File: config.mk
export PLATFORM = sky130hd
export DESIGN_NAME = softrst_seq_top
export DESIGN_NICKNAME = d
export VERILOG_FILES = /design/src/rtl/softrst_pkg.sv /design/src/rtl/softrst_timer.sv /design/src/rtl/softrst_fsm.sv /design/src/rtl/softrst_status.sv /design/src/rtl/softrst_seq_top.sv
export SDC_FILE = /design/constraint.sdc
export NUM_CORES = 1
export LEC_CHECK = 0
export BUFFER_PORTS_ARGS = -buffer_cell sky130_fd_sc_hd__clkbuf_2
export CAP_MARGIN = 20
export CORE_UTILIZATION = 40
export CTS_BUF_LIST = sky130_fd_sc_hd__clkbuf_8
export DETAILED_ROUTE_END_ITERATION = 10
export PLACE_DENSITY = 0.78
export SLEW_MARGIN = 30
export SYNTH_ARGS = -nofsm -noshare
export SYNTH_HDL_FRONTEND = slang
export SYNTH_SLANG_ARGS = --single-unit
File: constraint.sdc
create_clock -name clk -period 3.4 [get_ports clk]
set_input_delay 0.68 -clock clk [delete_from_list [all_inputs] [get_ports clk]]
set_output_delay 0.68 -clock clk [all_outputs]
set_load 0.1 [all_outputs]
File: src/rtl/softrst_pkg.sv
package softrst_pkg;
  localparam int STATUS_W     = 32;
  localparam int NUM_CAUSES   = 8;
  localparam int EXT_SOFT_IDX = 1;

  typedef enum logic [1:0] {
    SQ_IDLE    = 2'd0,
    SQ_HOLD    = 2'd1,
    SQ_SETTLE  = 2'd2,
    SQ_PINWAIT = 2'd3
  } sq_state_e;
endpackage

File: src/rtl/softrst_timer.sv
module softrst_timer #(
  parameter int CNT_W = 9
) (
  input  logic             clk,
  input  logic             rst,
  input  logic             load_i,
  input  logic [CNT_W-1:0] load_val_i,
  input  logic             dec_i,
  output logic             zero_o
);
  logic [CNT_W-1:0] cnt_q;

  always_ff @(posedge clk) begin
    if (rst)
      cnt_q <= '0;
    else if (load_i)
      cnt_q <= load_val_i;
    else if (dec_i && cnt_q != '0)
      cnt_q <= cnt_q - 1'b1;
  end

  assign zero_o = (cnt_q == '0);
endmodule

File: src/rtl/softrst_fsm.sv
module softrst_fsm
  import softrst_pkg::*;
#(
  parameter int HOLD_CYC   = 512,
  parameter int SETTLE_CYC = 16,
  parameter int CNT_W      = 9
) (
  input  logic             clk,
  input  logic             rst,
  input  logic             int_req_i,
  input  logic             ext_pin_i,
  input  logic             cfg_sel_i,
  input  logic             dbg_clk_i,
  input  logic             tmr_zero_i,
  output logic             tmr_load_o,
  output logic [CNT_W-1:0] tmr_val_o,
  output logic             tmr_dec_o,
  output logic             drive_o,
  output logic             start_normal_o,
  output logic             enter_debug_o,
  output logic             cfg_o,
  output logic             ext_start_o
);
  localparam logic [CNT_W-1:0] HOLD_LD   = CNT_W'(HOLD_CYC - 1);
  localparam logic [CNT_W-1:0] SETTLE_LD = CNT_W'(SETTLE_CYC - 1);

  sq_state_e st_q, st_d;
  logic drive_d, sn_d, ed_d, cfg_d;

  always_comb begin
    st_d        = st_q;
    tmr_load_o  = 1'b0;
    tmr_val_o   = '0;
    tmr_dec_o   = 1'b0;
    drive_d     = drive_o;
    sn_d        = 1'b0;
    ed_d        = 1'b0;
    cfg_d       = cfg_o;
    ext_start_o = 1'b0;
    if (int_req_i) begin
      st_d       = SQ_HOLD;
      tmr_load_o = 1'b1;
      tmr_val_o  = HOLD_LD;
      drive_d    = 1'b1;
    end else begin
      case (st_q)
        SQ_IDLE: begin
          if (ext_pin_i) begin
            st_d        = SQ_SETTLE;
            tmr_load_o  = 1'b1;
            tmr_val_o   = SETTLE_LD;
            cfg_d       = cfg_sel_i;
            ext_start_o = 1'b1;
          end
        end
        SQ_HOLD: begin
          if (tmr_zero_i) begin
            st_d       = SQ_SETTLE;
            tmr_load_o = 1'b1;
            tmr_val_o  = SETTLE_LD;
            cfg_d      = cfg_sel_i;
            drive_d    = 1'b0;
          end else begin
            tmr_dec_o = 1'b1;
          end
        end
        SQ_SETTLE: begin
          if (!tmr_zero_i) begin
            tmr_dec_o = 1'b1;
          end else if (ext_pin_i) begin
            st_d = SQ_PINWAIT;
          end else begin
            st_d = SQ_IDLE;
            ed_d = dbg_clk_i;
            sn_d = !dbg_clk_i;
          end
        end
        default: begin
          if (!ext_pin_i) begin
            st_d = SQ_IDLE;
            ed_d = dbg_clk_i;
            sn_d = !dbg_clk_i;
          end
        end
      endcase
    end
  end

  always_ff @(posedge clk) begin
    if (rst) begin
      st_q           <= SQ_IDLE;
      drive_o        <= 1'b0;
      start_normal_o <= 1'b0;
      enter_debug_o  <= 1'b0;
      cfg_o          <= 1'b0;
    end else begin
      st_q           <= st_d;
      drive_o        <= drive_d;
      start_normal_o <= sn_d;
      enter_debug_o  <= ed_d;
      cfg_o          <= cfg_d;
    end
  end
endmodule

File: src/rtl/softrst_status.sv
module softrst_status #(
  parameter int              STATUS_W    = 32,
  parameter int              NUM_CAUSES  = 8,
  parameter logic [NUM_CAUSES-1:0] RESET_FLAGS = 8'b0000_0011
) (
  input  logic                  clk,
  input  logic                  rst,
  input  logic [NUM_CAUSES-1:0] set_i,
  input  logic                  wr_en_i,
  input  logic [STATUS_W-1:0]   wr_data_i,
  output logic [STATUS_W-1:0]   status_o
);
  logic [NUM_CAUSES-1:0] flag_q;

  for (genvar k = 0; k < NUM_CAUSES; k++) begin : g_flag
    always_ff @(posedge clk) begin
      if (rst)
        flag_q[k] <= RESET_FLAGS[k];
      else if (set_i[k])
        flag_q[k] <= 1'b1;
      else if (wr_en_i && wr_data_i[STATUS_W-1-k])
        flag_q[k] <= 1'b0;
    end
  end

  always_comb begin
    status_o = '0;
    for (int k = 0; k < NUM_CAUSES; k++)
      status_o[STATUS_W-1-k] = flag_q[k];
  end
endmodule

File: src/rtl/softrst_seq_top.sv
module softrst_seq_top
  import softrst_pkg::*;
#(
  parameter int HOLD_CYC   = 512,
  parameter int SETTLE_CYC = 16
) (
  input  logic                  clk,
  input  logic                  rst,
  input  logic                  int_req_i,
  input  logic                  ext_pin_i,
  input  logic                  cfg_sel_i,
  input  logic                  dbg_clk_i,
  input  logic [NUM_CAUSES-1:0] cause_set_i,
  input  logic                  wr_en_i,
  input  logic [STATUS_W-1:0]   wr_data_i,
  output logic                  soft_rst_drive_o,
  output logic                  start_normal_o,
  output logic                  enter_debug_o,
  output logic                  debug_mode_cfg_o,
  output logic [STATUS_W-1:0]   status_o
);
  localparam int MAX_CYC = (HOLD_CYC > SETTLE_CYC) ? HOLD_CYC : SETTLE_CYC;
  localparam int CNT_W   = (MAX_CYC > 2) ? $clog2(MAX_CYC) : 1;

  logic             tmr_load, tmr_dec, tmr_zero, ext_start;
  logic [CNT_W-1:0] tmr_val;
  logic [NUM_CAUSES-1:0] set_vec;

  softrst_timer #(.CNT_W(CNT_W)) u_timer (
    .clk       (clk),
    .rst       (rst),
    .load_i    (tmr_load),
    .load_val_i(tmr_val),
    .dec_i     (tmr_dec),
    .zero_o    (tmr_zero)
  );

  softrst_fsm #(
    .HOLD_CYC  (HOLD_CYC),
    .SETTLE_CYC(SETTLE_CYC),
    .CNT_W     (CNT_W)
  ) u_fsm (
    .clk           (clk),
    .rst           (rst),
    .int_req_i     (int_req_i),
    .ext_pin_i     (ext_pin_i),
    .cfg_sel_i     (cfg_sel_i),
    .dbg_clk_i     (dbg_clk_i),
    .tmr_zero_i    (tmr_zero),
    .tmr_load_o    (tmr_load),
    .tmr_val_o     (tmr_val),
    .tmr_dec_o     (tmr_dec),
    .drive_o       (soft_rst_drive_o),
    .start_normal_o(start_normal_o),
    .enter_debug_o (enter_debug_o),
    .cfg_o         (debug_mode_cfg_o),
    .ext_start_o   (ext_start)
  );

  always_comb begin
    set_vec = cause_set_i;
    set_vec[EXT_SOFT_IDX] = cause_set_i[EXT_SOFT_IDX] | ext_start;
  end

  softrst_status #(
    .STATUS_W  (STATUS_W),
    .NUM_CAUSES(NUM_CAUSES)
  ) u_status (
    .clk      (clk),
    .rst      (rst),
    .set_i    (set_vec),
    .wr_en_i  (wr_en_i),
    .wr_data_i(wr_data_i),
    .status_o (status_o)
  );
endmodule

==> results of run 1 <==
[critical path, stage by stage (launching register included)]
cell	delay [ps]
dfxtp_1	400
inv_1	100
ha_1	390
inv_2	60
a311oi_4	390
nand4_1	180
xor2_1	160
o21ai_1	80
[how the worst max path moves through the flow]
stage | from | endpoint
CTS | u_fsm.st_q[0] | u_timer.cnt_q[7]
finish | u_fsm.st_q[0] | u_timer.cnt_q[7]
floorplan | u_fsm.st_q[0] | u_timer.cnt_q[5]
global route | u_fsm.st_q[0] | u_timer.cnt_q[3]
global placement | int_req_i | u_timer.cnt_q[5]
detailed placement | u_fsm.st_q[0] | u_timer.cnt_q[7]
[sequential cells by signal, indices dropped and copies added, names as in the netlist]
| signal | count |
|---|---|
| u_fsm.enter_debug_o | 1 |
| u_fsm.cfg_o | 1 |
| u_timer.cnt_q | 9 |
| u_fsm.drive_o | 1 |
| u_fsm.start_normal_o | 1 |
| u_status.status_o | 8 |
| u_fsm.st_q | 2 |
[power by group]
part | internal (mW) | switching [mW] | leakage, nW | total [mW]
combinational | 0.0987 | 0.304 | 0.454 | 0.403
clock | 0.0807 | 0.0861 | 0.0269 | 0.167
sequential | 0.298 | 0.0264 | 0.192 | 0.324
[cells in the mapped netlist, drive strengths merged]
master,number
nor4,2
nand2,13
mux2i,3
and2,1
a21oi,13
a21o,2
nand4b,2
nand3b,3
clkbuf,3
nor2,16
xnor2,1
a31oi,4
a211o,1
conb,1
a311oi,1
nor3b,1
nor2b,1
nand4,1
o21ai,9
a22oi,1
and3,1
nand2b,4
a2111o,1
dfxtp,23
or3,1
nor3,1
a211oi,1
ha,5
nand3,2
xor2,3
buf,25
inv,5
a221oi,2
[kinds of logic after synthesis]
logic type | after synthesis
buffers and inverters | 33
multiplexers | 3
other | 1
AND/OR/NAND/NOR | 49
XOR/XNOR | 4
AO/OA/AOI/OAI | 35
flip-flops | 23
adder cells (fa/ha/maj) | 5
[per-layer routing]
| metal | GRT usage (%) | up-vias |
|---|---|---|
| met3 | 2.81 | 5 |
| met4 | 6.98 | 0 |
| li1 | - | 544 |
| met5 | 0 | - |
| met2 | 23.0 | 45 |
| met1 | 17.7 | 496 |
[cell type report]
class	instances	area (sq um)
clock buffers	3	41.3
clock inverters	1	3.75
fillers	299	1610
inverters	5	18.8
multi-input cells	120	744
flip-flops and latches	23	460
well taps	44	55.1
repair buffers	34	170
[per-stage QoR]
stage	util (%)	power, mW
floorplan	-	0.694
global placement	46.7	0.724
detailed placement	46.7	0.732
CTS	48.1	0.897
global route	48.1	0.941
finish	48.1	0.894
==> out/metrics.cfg, run 1 <==
[cts]
cts_buffers = 3
root_buffer = clkbuf_8
cts_sinks = 23
cts.repair.resized = 0
clock_latency_ps = 270
h-tree-depth = 1
cts_tree = yes
postCtsHoldBufs = 0
path_clk_slew_ps = 80
post_cts_buffers = 0
clk_path_buf_depth = 2

[sta]
final-hold-violation-count = 0
slew_headroom_pct = 63.9
whs_ps = 476
fmax_mhz = 534
rsz0062_at_grt = false
worstMarginPinSlew_ps = 544
tns_ps = 0
setup_ws_ps = 1530
fin_crit_sh_pct = 55.1
finalSetupViolCount = 0
fin_crit_ps = 1870
drv_slew = 0
fin_skew_ps = 3.63

[logic_synthesis]
synthSimpleGateAreaFrac_pct = 20.6
synth_top_family_by_area = simple AND/OR/NAND/NOR gates
ys_warn_count = 0
avgSynthCellArea_sq_um = 8.71
syn_area_sq_um = 1330
synthCells = 153
synthAdderAreaFrac_pct = 4.69
synth_top_area_share_pct = 34.6
yosys_register_bits = 23
yosys-top-cells-area = dfxtp_1 (35%), buf_4 (14%), a21oi_1 (4.9%), ha_1 (4.7%), nor2_1 (4.5%)
synthDistinctLibCells = 38
synth-compound-area-share_pct = 19.0
yosysSeqAreaShare_pct = 34.6
synth_xor_area_share_pct = 2.63
yosys-mux-area-fraction_pct = 2.25
synth_top_area_cell = dfxtp_1

[worst_hold_path]
hold_end = u_status.status_o[31]
holdCritPathClass = flip-flop to flip-flop
worstHoldPathCells = 1
min_from = u_status.status_o[31]

[cells_and_area]
final_area_sq_um = 1490
drive_above_1_share_pct = 24.2
antennaDiodeCount = 0
stdcell_count = 230
syn2layout_area_growth_pct = 12.1
final_common_cell = clkbuf_2
mostFrequentLayoutCells = clkbuf_2 (34), conb_1 (24), dfxtp_1 (23)
num-nets-final = 239

[place]
placed_cells = 226
place_area_sq_um = 1450
dp_slack_ps = 1540
routabilityCongestion = 0.792
detailed_place_hpwl_um = 1840
port_buffers = 34

[detailed_routing]
dr.pass1.iters = 4
top_layer = met4
wl_met2_um = 1190
num_vias = 1090
drc = 0
drt_iter0_drc = 21
routed-wl-met3_um = 123
post_drt_wl_per_cell_um = 10.5
wirelength_um = 2410
vias_per_cell = 4.74
postRouteAntennaNets = 0
wl_met1_um = 1050

[die]
die-area_sq_um = 3570
io-pin-count = 83
rows = 20
coreArea_sq_um = 3100
start_util_pct = 42.9
die_y_um = 59.7
die_x_um = 59.7

[global_route]
grt_usage_pct = 14.1
grt_pass1_vias = 879
grt_pass1_wl_um = 3790
grt_max_degree = 23
gr-total-overflow = 0
antenna_found_initial = 0

[critical_path]
path_class = flip-flop to flip-flop
cp_data_arrival_time_ps = 2030
worstSetupStartpointType = flip-flop
r2r_setup_slack_ps = 1530
cp_max_fo = 6
reg2reg_depth = 7
worstPathRequired_ps = 3560
cp-end-kind = flip-flop
reg2reg_from = u_fsm.st_q[0]
r2r_end = u_timer.cnt_q[7]

[status]
status = completed

[power_and_ir_drop]
ir_drop_uv = 381
p_per_area_nw_per_um2 = 599
p_leak_nw = 0.672

[run]
drv_cap = 0

Note: power is estimated with default switching activity, not from simulation.
==> inputs of run 2 (changes only) <==
--- a/config.mk
+++ b/config.mk
@@ -10,7 +10,7 @@
 export CORE_UTILIZATION = 40
 export CTS_BUF_LIST = sky130_fd_sc_hd__clkbuf_8
 export DETAILED_ROUTE_END_ITERATION = 10
-export PLACE_DENSITY = 0.78
+export PLACE_DENSITY = 0.81
 export SLEW_MARGIN = 30
 export SYNTH_ARGS = -nofsm -noshare
 export SYNTH_HDL_FRONTEND = slang
==> constraint.sdc (replaced) <==
create_clock -name clk -period 1.7 [get_ports clk]
set_input_delay 0.34 -clock clk [delete_from_list [all_inputs] [get_ports clk]]
set_output_delay 0.34 -clock clk [all_outputs]
set_load 0.1 [all_outputs]
==> run 2 against run 1 <==
Utilization grew 5.2 points; cell count grew 6.1%; critical path type unchanged; via count grew 4.5%; largest power group unchanged; non-clock buffer count grew 14; clock power grew 100%; global-route usage grew 2.1 points; total power grew 120%; maximum frequency grew 14%; wire length grew 8.6%.
==> out/metrics.cfg, run 2 (synthesis results as in run 1) <==
[sta]
rsz0062_at_grt = true  ; was false
fin_crit_ps = 1640  ; was 1870 ps
slew_headroom_pct = 63.7  ; was 63.9%
drv_slew = 0  ; unchanged
fin_skew_ps = 4.93  ; was 3.63 ps
final-hold-violation-count = 0  ; unchanged
whs_ps = 236  ; was 476 ps
fin_crit_sh_pct = 96.7  ; was 55.1%
finalSetupViolCount = 0  ; unchanged
fmax_mhz = 608  ; was 534 MHz
worstMarginPinSlew_ps = 547  ; was 544 ps

[cells_and_area]
postLayoutCoreUtil_pct = 53.4  ; was 48.1%
drive_above_1_share_pct = 35.0  ; was 24.2%
regMostFlops = u_timer.cnt_q  ; unchanged
final_area_sq_um = 1660  ; was 1490 sq um
mostFrequentLayoutCells = clkbuf_2 (34), conb_1 (24), dfxtp_1 (21)  ; was clkbuf_2 (34), conb_1 (24), dfxtp_1 (23)
syn2layout_area_growth_pct = 24.3  ; was 12.1%
num-nets-final = 253  ; was 239
final_common_cell = clkbuf_2  ; unchanged
antennaDiodeCount = 0  ; unchanged
fillers = 315  ; was 299
largest_reg_flops = 9  ; unchanged

[place]
port_buffers = 34  ; unchanged
place_area_sq_um = 1530  ; was 1450 sq um
detailed_place_hpwl_um = 2010  ; was 1840 um
routabilityCongestion = 0.775  ; was 0.792

[critical_path]
reg2reg_depth = 7  ; unchanged
slowest_stage = a311oi_4  ; was dfxtp_1
cp_cell_sequence = inv_2, ha_4, nor3b_4, a311oi_4, nand3b_1, xor2_1, a21oi_1  ; was inv_1, ha_1, inv_2, a311oi_4, nand4_1, xor2_1, o21ai_1
r2r_setup_slack_ps = 60  ; was 1530 ps
worstPathRequired_ps = 1840  ; was 3560 ps
reg2reg_from = u_timer.cnt_q[1]  ; was u_fsm.st_q[0]
path_class = flip-flop to flip-flop  ; unchanged
cp-end-kind = flip-flop  ; unchanged
worstSetupStartpointType = flip-flop  ; unchanged
cp_max_fo = 4  ; was 6
r2r_end = u_timer.cnt_q[3]  ; was u_timer.cnt_q[7]
slowest_delay_ps = 390  ; was 400 ps
cp_data_arrival_time_ps = 1780  ; was 2030 ps

[power_and_ir_drop]
p_leak_nw = 0.745  ; was 0.672 nW
p_per_area_nw_per_um2 = 1180  ; was 599 nW/um^2
ir_drop_uv = 634  ; was 381 uV

[run]
drv_cap = 0  ; unchanged

[die]
rows = 20  ; unchanged
die_x_um = 59.7  ; unchanged
start_util_pct = 42.9  ; unchanged
io-pin-count = 83  ; unchanged
die_y_um = 59.7  ; unchanged
die-area_sq_um = 3570  ; unchanged
coreArea_sq_um = 3100  ; unchanged

[detailed_routing]
drt_iter0_drc = 23  ; was 21
post_drt_wl_per_cell_um = 10.7  ; was 10.5 um
dr.pass1.iters = 4  ; unchanged
vias_per_cell = 4.67  ; was 4.74
postRouteAntennaNets = 0  ; unchanged
drc = 0  ; unchanged
wirelength_um = 2620  ; was 2410 um
num_vias = 1139  ; was 1090

[global_route]
gr-total-overflow = 0  ; unchanged
grt_pass1_wl_um = 4330  ; was 3790 um
grt_max_degree = 23  ; unchanged
grt_pass1_vias = 1018  ; was 879
antenna_found_initial = 0  ; unchanged
grt_usage_pct = 16.2  ; was 14.1%

[cts]
clock_latency_ps = 260  ; was 270 ps
path_clk_slew_ps = 80  ; about the same
cts_tree = yes  ; unchanged
root_buffer = clkbuf_8  ; unchanged
h-tree-depth = 1  ; unchanged
cts_buffers = 3  ; unchanged
clk_path_buf_depth = 2  ; unchanged
cts_sinks = 23  ; unchanged
postCtsHoldBufs = 0  ; unchanged

[worst_hold_path]
holdCritPathClass = primary input to flip-flop  ; was flip-flop to flip-flop
min_from = dbg_clk_i  ; was u_status.status_o[31]
hold_end = u_fsm.start_normal_o  ; was u_status.status_o[31]
worstHoldPathCells = 2  ; was 1

[status]
status = completed  ; unchanged

run 2: worst max-delay path: cells and delay by family (launching register included):
kind,cells,cell delay (ps)
AO/OA/AOI/OAI,2,470
flip-flops,1,350
AND/OR/NAND/NOR,2,330
XOR/XNOR,1,180
adder cells (fa/ha/maj),1,140
buffers and inverters,1,40
run 2: metrics by stage:
stage               std cells  setup TNS (ps)  power, mW  setup WS, ps
finish                    244               0       1.96          55.5
global route              244           -94.5       2.07         -36.9
CTS                       242               0       1.91          17.6
detailed placement        237           -37.1       1.55         -37.1
global placement          237               0       1.53          39.4
floorplan                 176               0       1.39          62.0
run 2: cell type report:
type / instances / area (sq um) / area share, %
Clock buffer: 3 / 41.3 / 2.49
Tap cell: 44 / 55.1 / 3.32
Multi-Input combinational cell: 120 / 798 / 48.2
Inverter: 5 / 18.8 / 1.13
Timing Repair Buffer: 48 / 275 / 16.6
Sequential cell: 23 / 463 / 27.9
Clock inverter: 1 / 5.00 / 0.302
run 2: worst max-delay path by stage:
| stage | from | endpoint | slack, ps |
|---|---|---|---|
| floorplan | u_fsm.st_q[0] | u_timer.cnt_q[5] | 60 |
| global placement | u_timer.cnt_q[0] | u_fsm.cfg_o | 40 |
| detailed placement | u_timer.cnt_q[0] | u_fsm.cfg_o | -40 |
| CTS | u_timer.cnt_q[1] | u_fsm.cfg_o | 20 |
| global route | u_timer.cnt_q[0] | u_fsm.cfg_o | -40 |
| finish | u_timer.cnt_q[1] | u_timer.cnt_q[3] | 60 |
run 2: where the power goes:
| group | total (mW) | leakage, nW | switching (mW) | internal, mW |
|---|---|---|---|---|
| clock network | 0.337 | 0.0255 | 0.173 | 0.164 |
| logic | 0.979 | 0.528 | 0.667 | 0.311 |
| registers | 0.643 | 0.192 | 0.0454 | 0.598 |
run 2: routing by layer:
layer	part of all wire (%)	routed length, um	track usage [%]	up-vias
met4	1.2	31	5.98	0
li1	-	-	-	573
met2	51	1320	29.2	35
met3	4.2	111	2.81	5
met1	44	1150	19.1	526
met5	0	0	0	-
run 2: repair_timing:
item | 4_1_cts | 5_1_grt
buffers inserted | 1 | 2
cloned | 0 | 0
pin swaps | 3 | 11
setup endpoints to repair | 1 | 10
gates resized for setup | 7 | 5
==> inputs of run 3 (changes only) <==
--- a/config.mk
+++ b/config.mk
@@ -10,7 +10,7 @@
 export CORE_UTILIZATION = 40
 export CTS_BUF_LIST = sky130_fd_sc_hd__clkbuf_8
 export DETAILED_ROUTE_END_ITERATION = 10
-export PLACE_DENSITY = 0.81
+export PLACE_DENSITY = 0.79
 export SLEW_MARGIN = 30
 export SYNTH_ARGS = -nofsm -noshare
 export SYNTH_HDL_FRONTEND = slang
==> run 3 against run 2 <==
Combinational power decreased by 4.4%; register-to-register slack about the same; final area decreased by 2.3%; maximum frequency decreased by 0.11%; global-route usage decreased by 1.4 points.
==> out/metrics.cfg, run 3 (synthesis results as in run 1) <==
[sta]
rsz0062_at_grt = true  ; unchanged
fin_skew_ps = 2.83  ; was 4.93 ps
finalSetupViolCount = 0  ; unchanged
worstMarginPinSlew_ps = 546  ; was 547 ps
setup_ws_ps = 53.6  ; was 55.5 ps
tns_ps = 0  ; unchanged
fin_crit_sh_pct = 96.8  ; was 96.7%
drv_slew = 0  ; unchanged
fin_crit_ps = 1650  ; was 1640 ps
fmax_mhz = 607  ; was 608 MHz
whs_ps = 241  ; was 236 ps
final-hold-violation-count = 0  ; unchanged
slew_headroom_pct = 63.8  ; was 63.7%

[die]
die_x_um = 59.7  ; unchanged
io-pin-count = 83  ; unchanged
die-area_sq_um = 3570  ; unchanged
start_util_pct = 42.9  ; unchanged
rows = 20  ; unchanged
coreArea_sq_um = 3100  ; unchanged
die_y_um = 59.7  ; unchanged

[place]
routabilityCongestion = 0.772  ; was 0.775
place_area_sq_um = 1520  ; was 1530 sq um
detailed_place_hpwl_um = 1830  ; was 2010 um
placed_cells = 236  ; was 237
port_buffers = 34  ; unchanged
dp_slack_ps = 30.2  ; was -37.1 ps

[cts]
cts_buffers = 3  ; unchanged
h-tree-depth = 1  ; unchanged
clock_latency_ps = 260  ; about the same
postCtsHoldBufs = 0  ; unchanged
cts_sinks = 23  ; unchanged
clk_path_buf_depth = 2  ; unchanged
path_clk_slew_ps = 80  ; about the same
cts_tree = yes  ; unchanged
root_buffer = clkbuf_8  ; unchanged

[global_route]
antenna_found_initial = 0  ; unchanged
grt_usage_pct = 14.8  ; was 16.2%
grt_max_degree = 23  ; unchanged
grt_pass1_vias = 992  ; was 1018
gr-total-overflow = 0  ; unchanged
grt_pass1_wl_um = 4050  ; was 4330 um

[detailed_routing]
postRouteAntennaNets = 0  ; unchanged
drc = 0  ; unchanged
drt_iter0_drc = 23  ; unchanged
post_drt_wl_per_cell_um = 10.1  ; was 10.7 um
vias_per_cell = 4.66  ; was 4.67
dr.pass1.iters = 4  ; unchanged
wirelength_um = 2440  ; was 2620 um
num_vias = 1124  ; was 1139

[power_and_ir_drop]
ir_drop_uv = 624  ; was 634 uV
p_leak_nw = 0.726  ; was 0.745 nW
totalPowerFinal_mw = 1.90  ; was 1.96 mW
p_per_area_nw_per_um2 = 1170  ; was 1180 nW/um^2

[status]
status = completed  ; unchanged

[critical_path]
cp_max_fo = 4  ; unchanged
worstSetupStartpointType = flip-flop  ; unchanged
cp_data_arrival_time_ps = 1780  ; about the same
worstPathRequired_ps = 1830  ; was 1840 ps
cp-end-kind = flip-flop  ; unchanged
reg2reg_depth = 7  ; unchanged
path_class = flip-flop to flip-flop  ; unchanged

[cells_and_area]
regMostFlops = u_timer.cnt_q  ; unchanged
final_common_cell = clkbuf_2  ; unchanged
largest_reg_flops = 9  ; unchanged
final_area_sq_um = 1620  ; was 1660 sq um
mostFrequentLayoutCells = clkbuf_2 (34), conb_1 (24), dfxtp_1 (21)  ; unchanged
drive_above_1_share_pct = 33.0  ; was 35.0%
fillers = 299  ; was 315
postLayoutCoreUtil_pct = 52.2  ; was 53.4%
stdcell_count = 241  ; was 244
antennaDiodeCount = 0  ; unchanged
num-nets-final = 250  ; was 253
syn2layout_area_growth_pct = 21.5  ; was 24.3%

[worst_hold_path]
holdCritPathClass = primary input to flip-flop  ; unchanged
worstHoldPathCells = 2  ; unchanged

[run]
drv_cap = 0  ; unchanged

## run 3: metal layers
metal	global-route usage [%]	routed length, um	vias to the layer above
met5	0	0	-
met4	6.64	27	0
met3	2.16	118	2
met2	24.4	1190	43
met1	19.1	1100	509
li1	-	-	570
## run 3: critical path, stage by stage (launching register included)
cell and delay, ps:
dfxtp_2 330, inv_2 60, ha_4 130, nor3b_4 310, nand3_2 140, a221oi_2 280, mux2i_1 200, nor2_1 60
## run 3: path summary, 6_finish.rpt
kind / from / to / slack, ps
worst max-delay path: u_timer.cnt_q[1] / u_fsm.cfg_o / 50
worst min-delay path: dbg_clk_i / u_fsm.start_normal_o / 240
worst max register to register: u_timer.cnt_q[1] / u_fsm.cfg_o / 50
worst min register to register: u_status.status_o[31] / u_status.status_o[31] / 480
## run 3: cell type report
| type | count | area (sq um) | share of cell area [%] |
|---|---|---|---|
| Multi-Input combinational cell | 120 | 785 | 48.5 |
| Sequential cell | 23 | 463 | 28.6 |
| Timing Repair Buffer | 45 | 253 | 15.6 |
| Tap cell | 44 | 55.1 | 3.40 |
| Clock buffer | 3 | 41.3 | 2.55 |
| Inverter | 5 | 18.8 | 1.16 |
| Clock inverter | 1 | 3.75 | 0.232 |
## run 3: where the power goes
group / internal (mW) / switching (mW) / leakage (nW)
combinational: 0.288 / 0.647 / 0.508
clock: 0.161 / 0.163 / 0.0269
sequential: 0.598 / 0.0456 / 0.192
## run 3: repair_timing
item / in CTS / in global routing
gates resized for setup: 0 / 10
buffers inserted: 0 / 1
setup endpoints to repair: 0 / 12
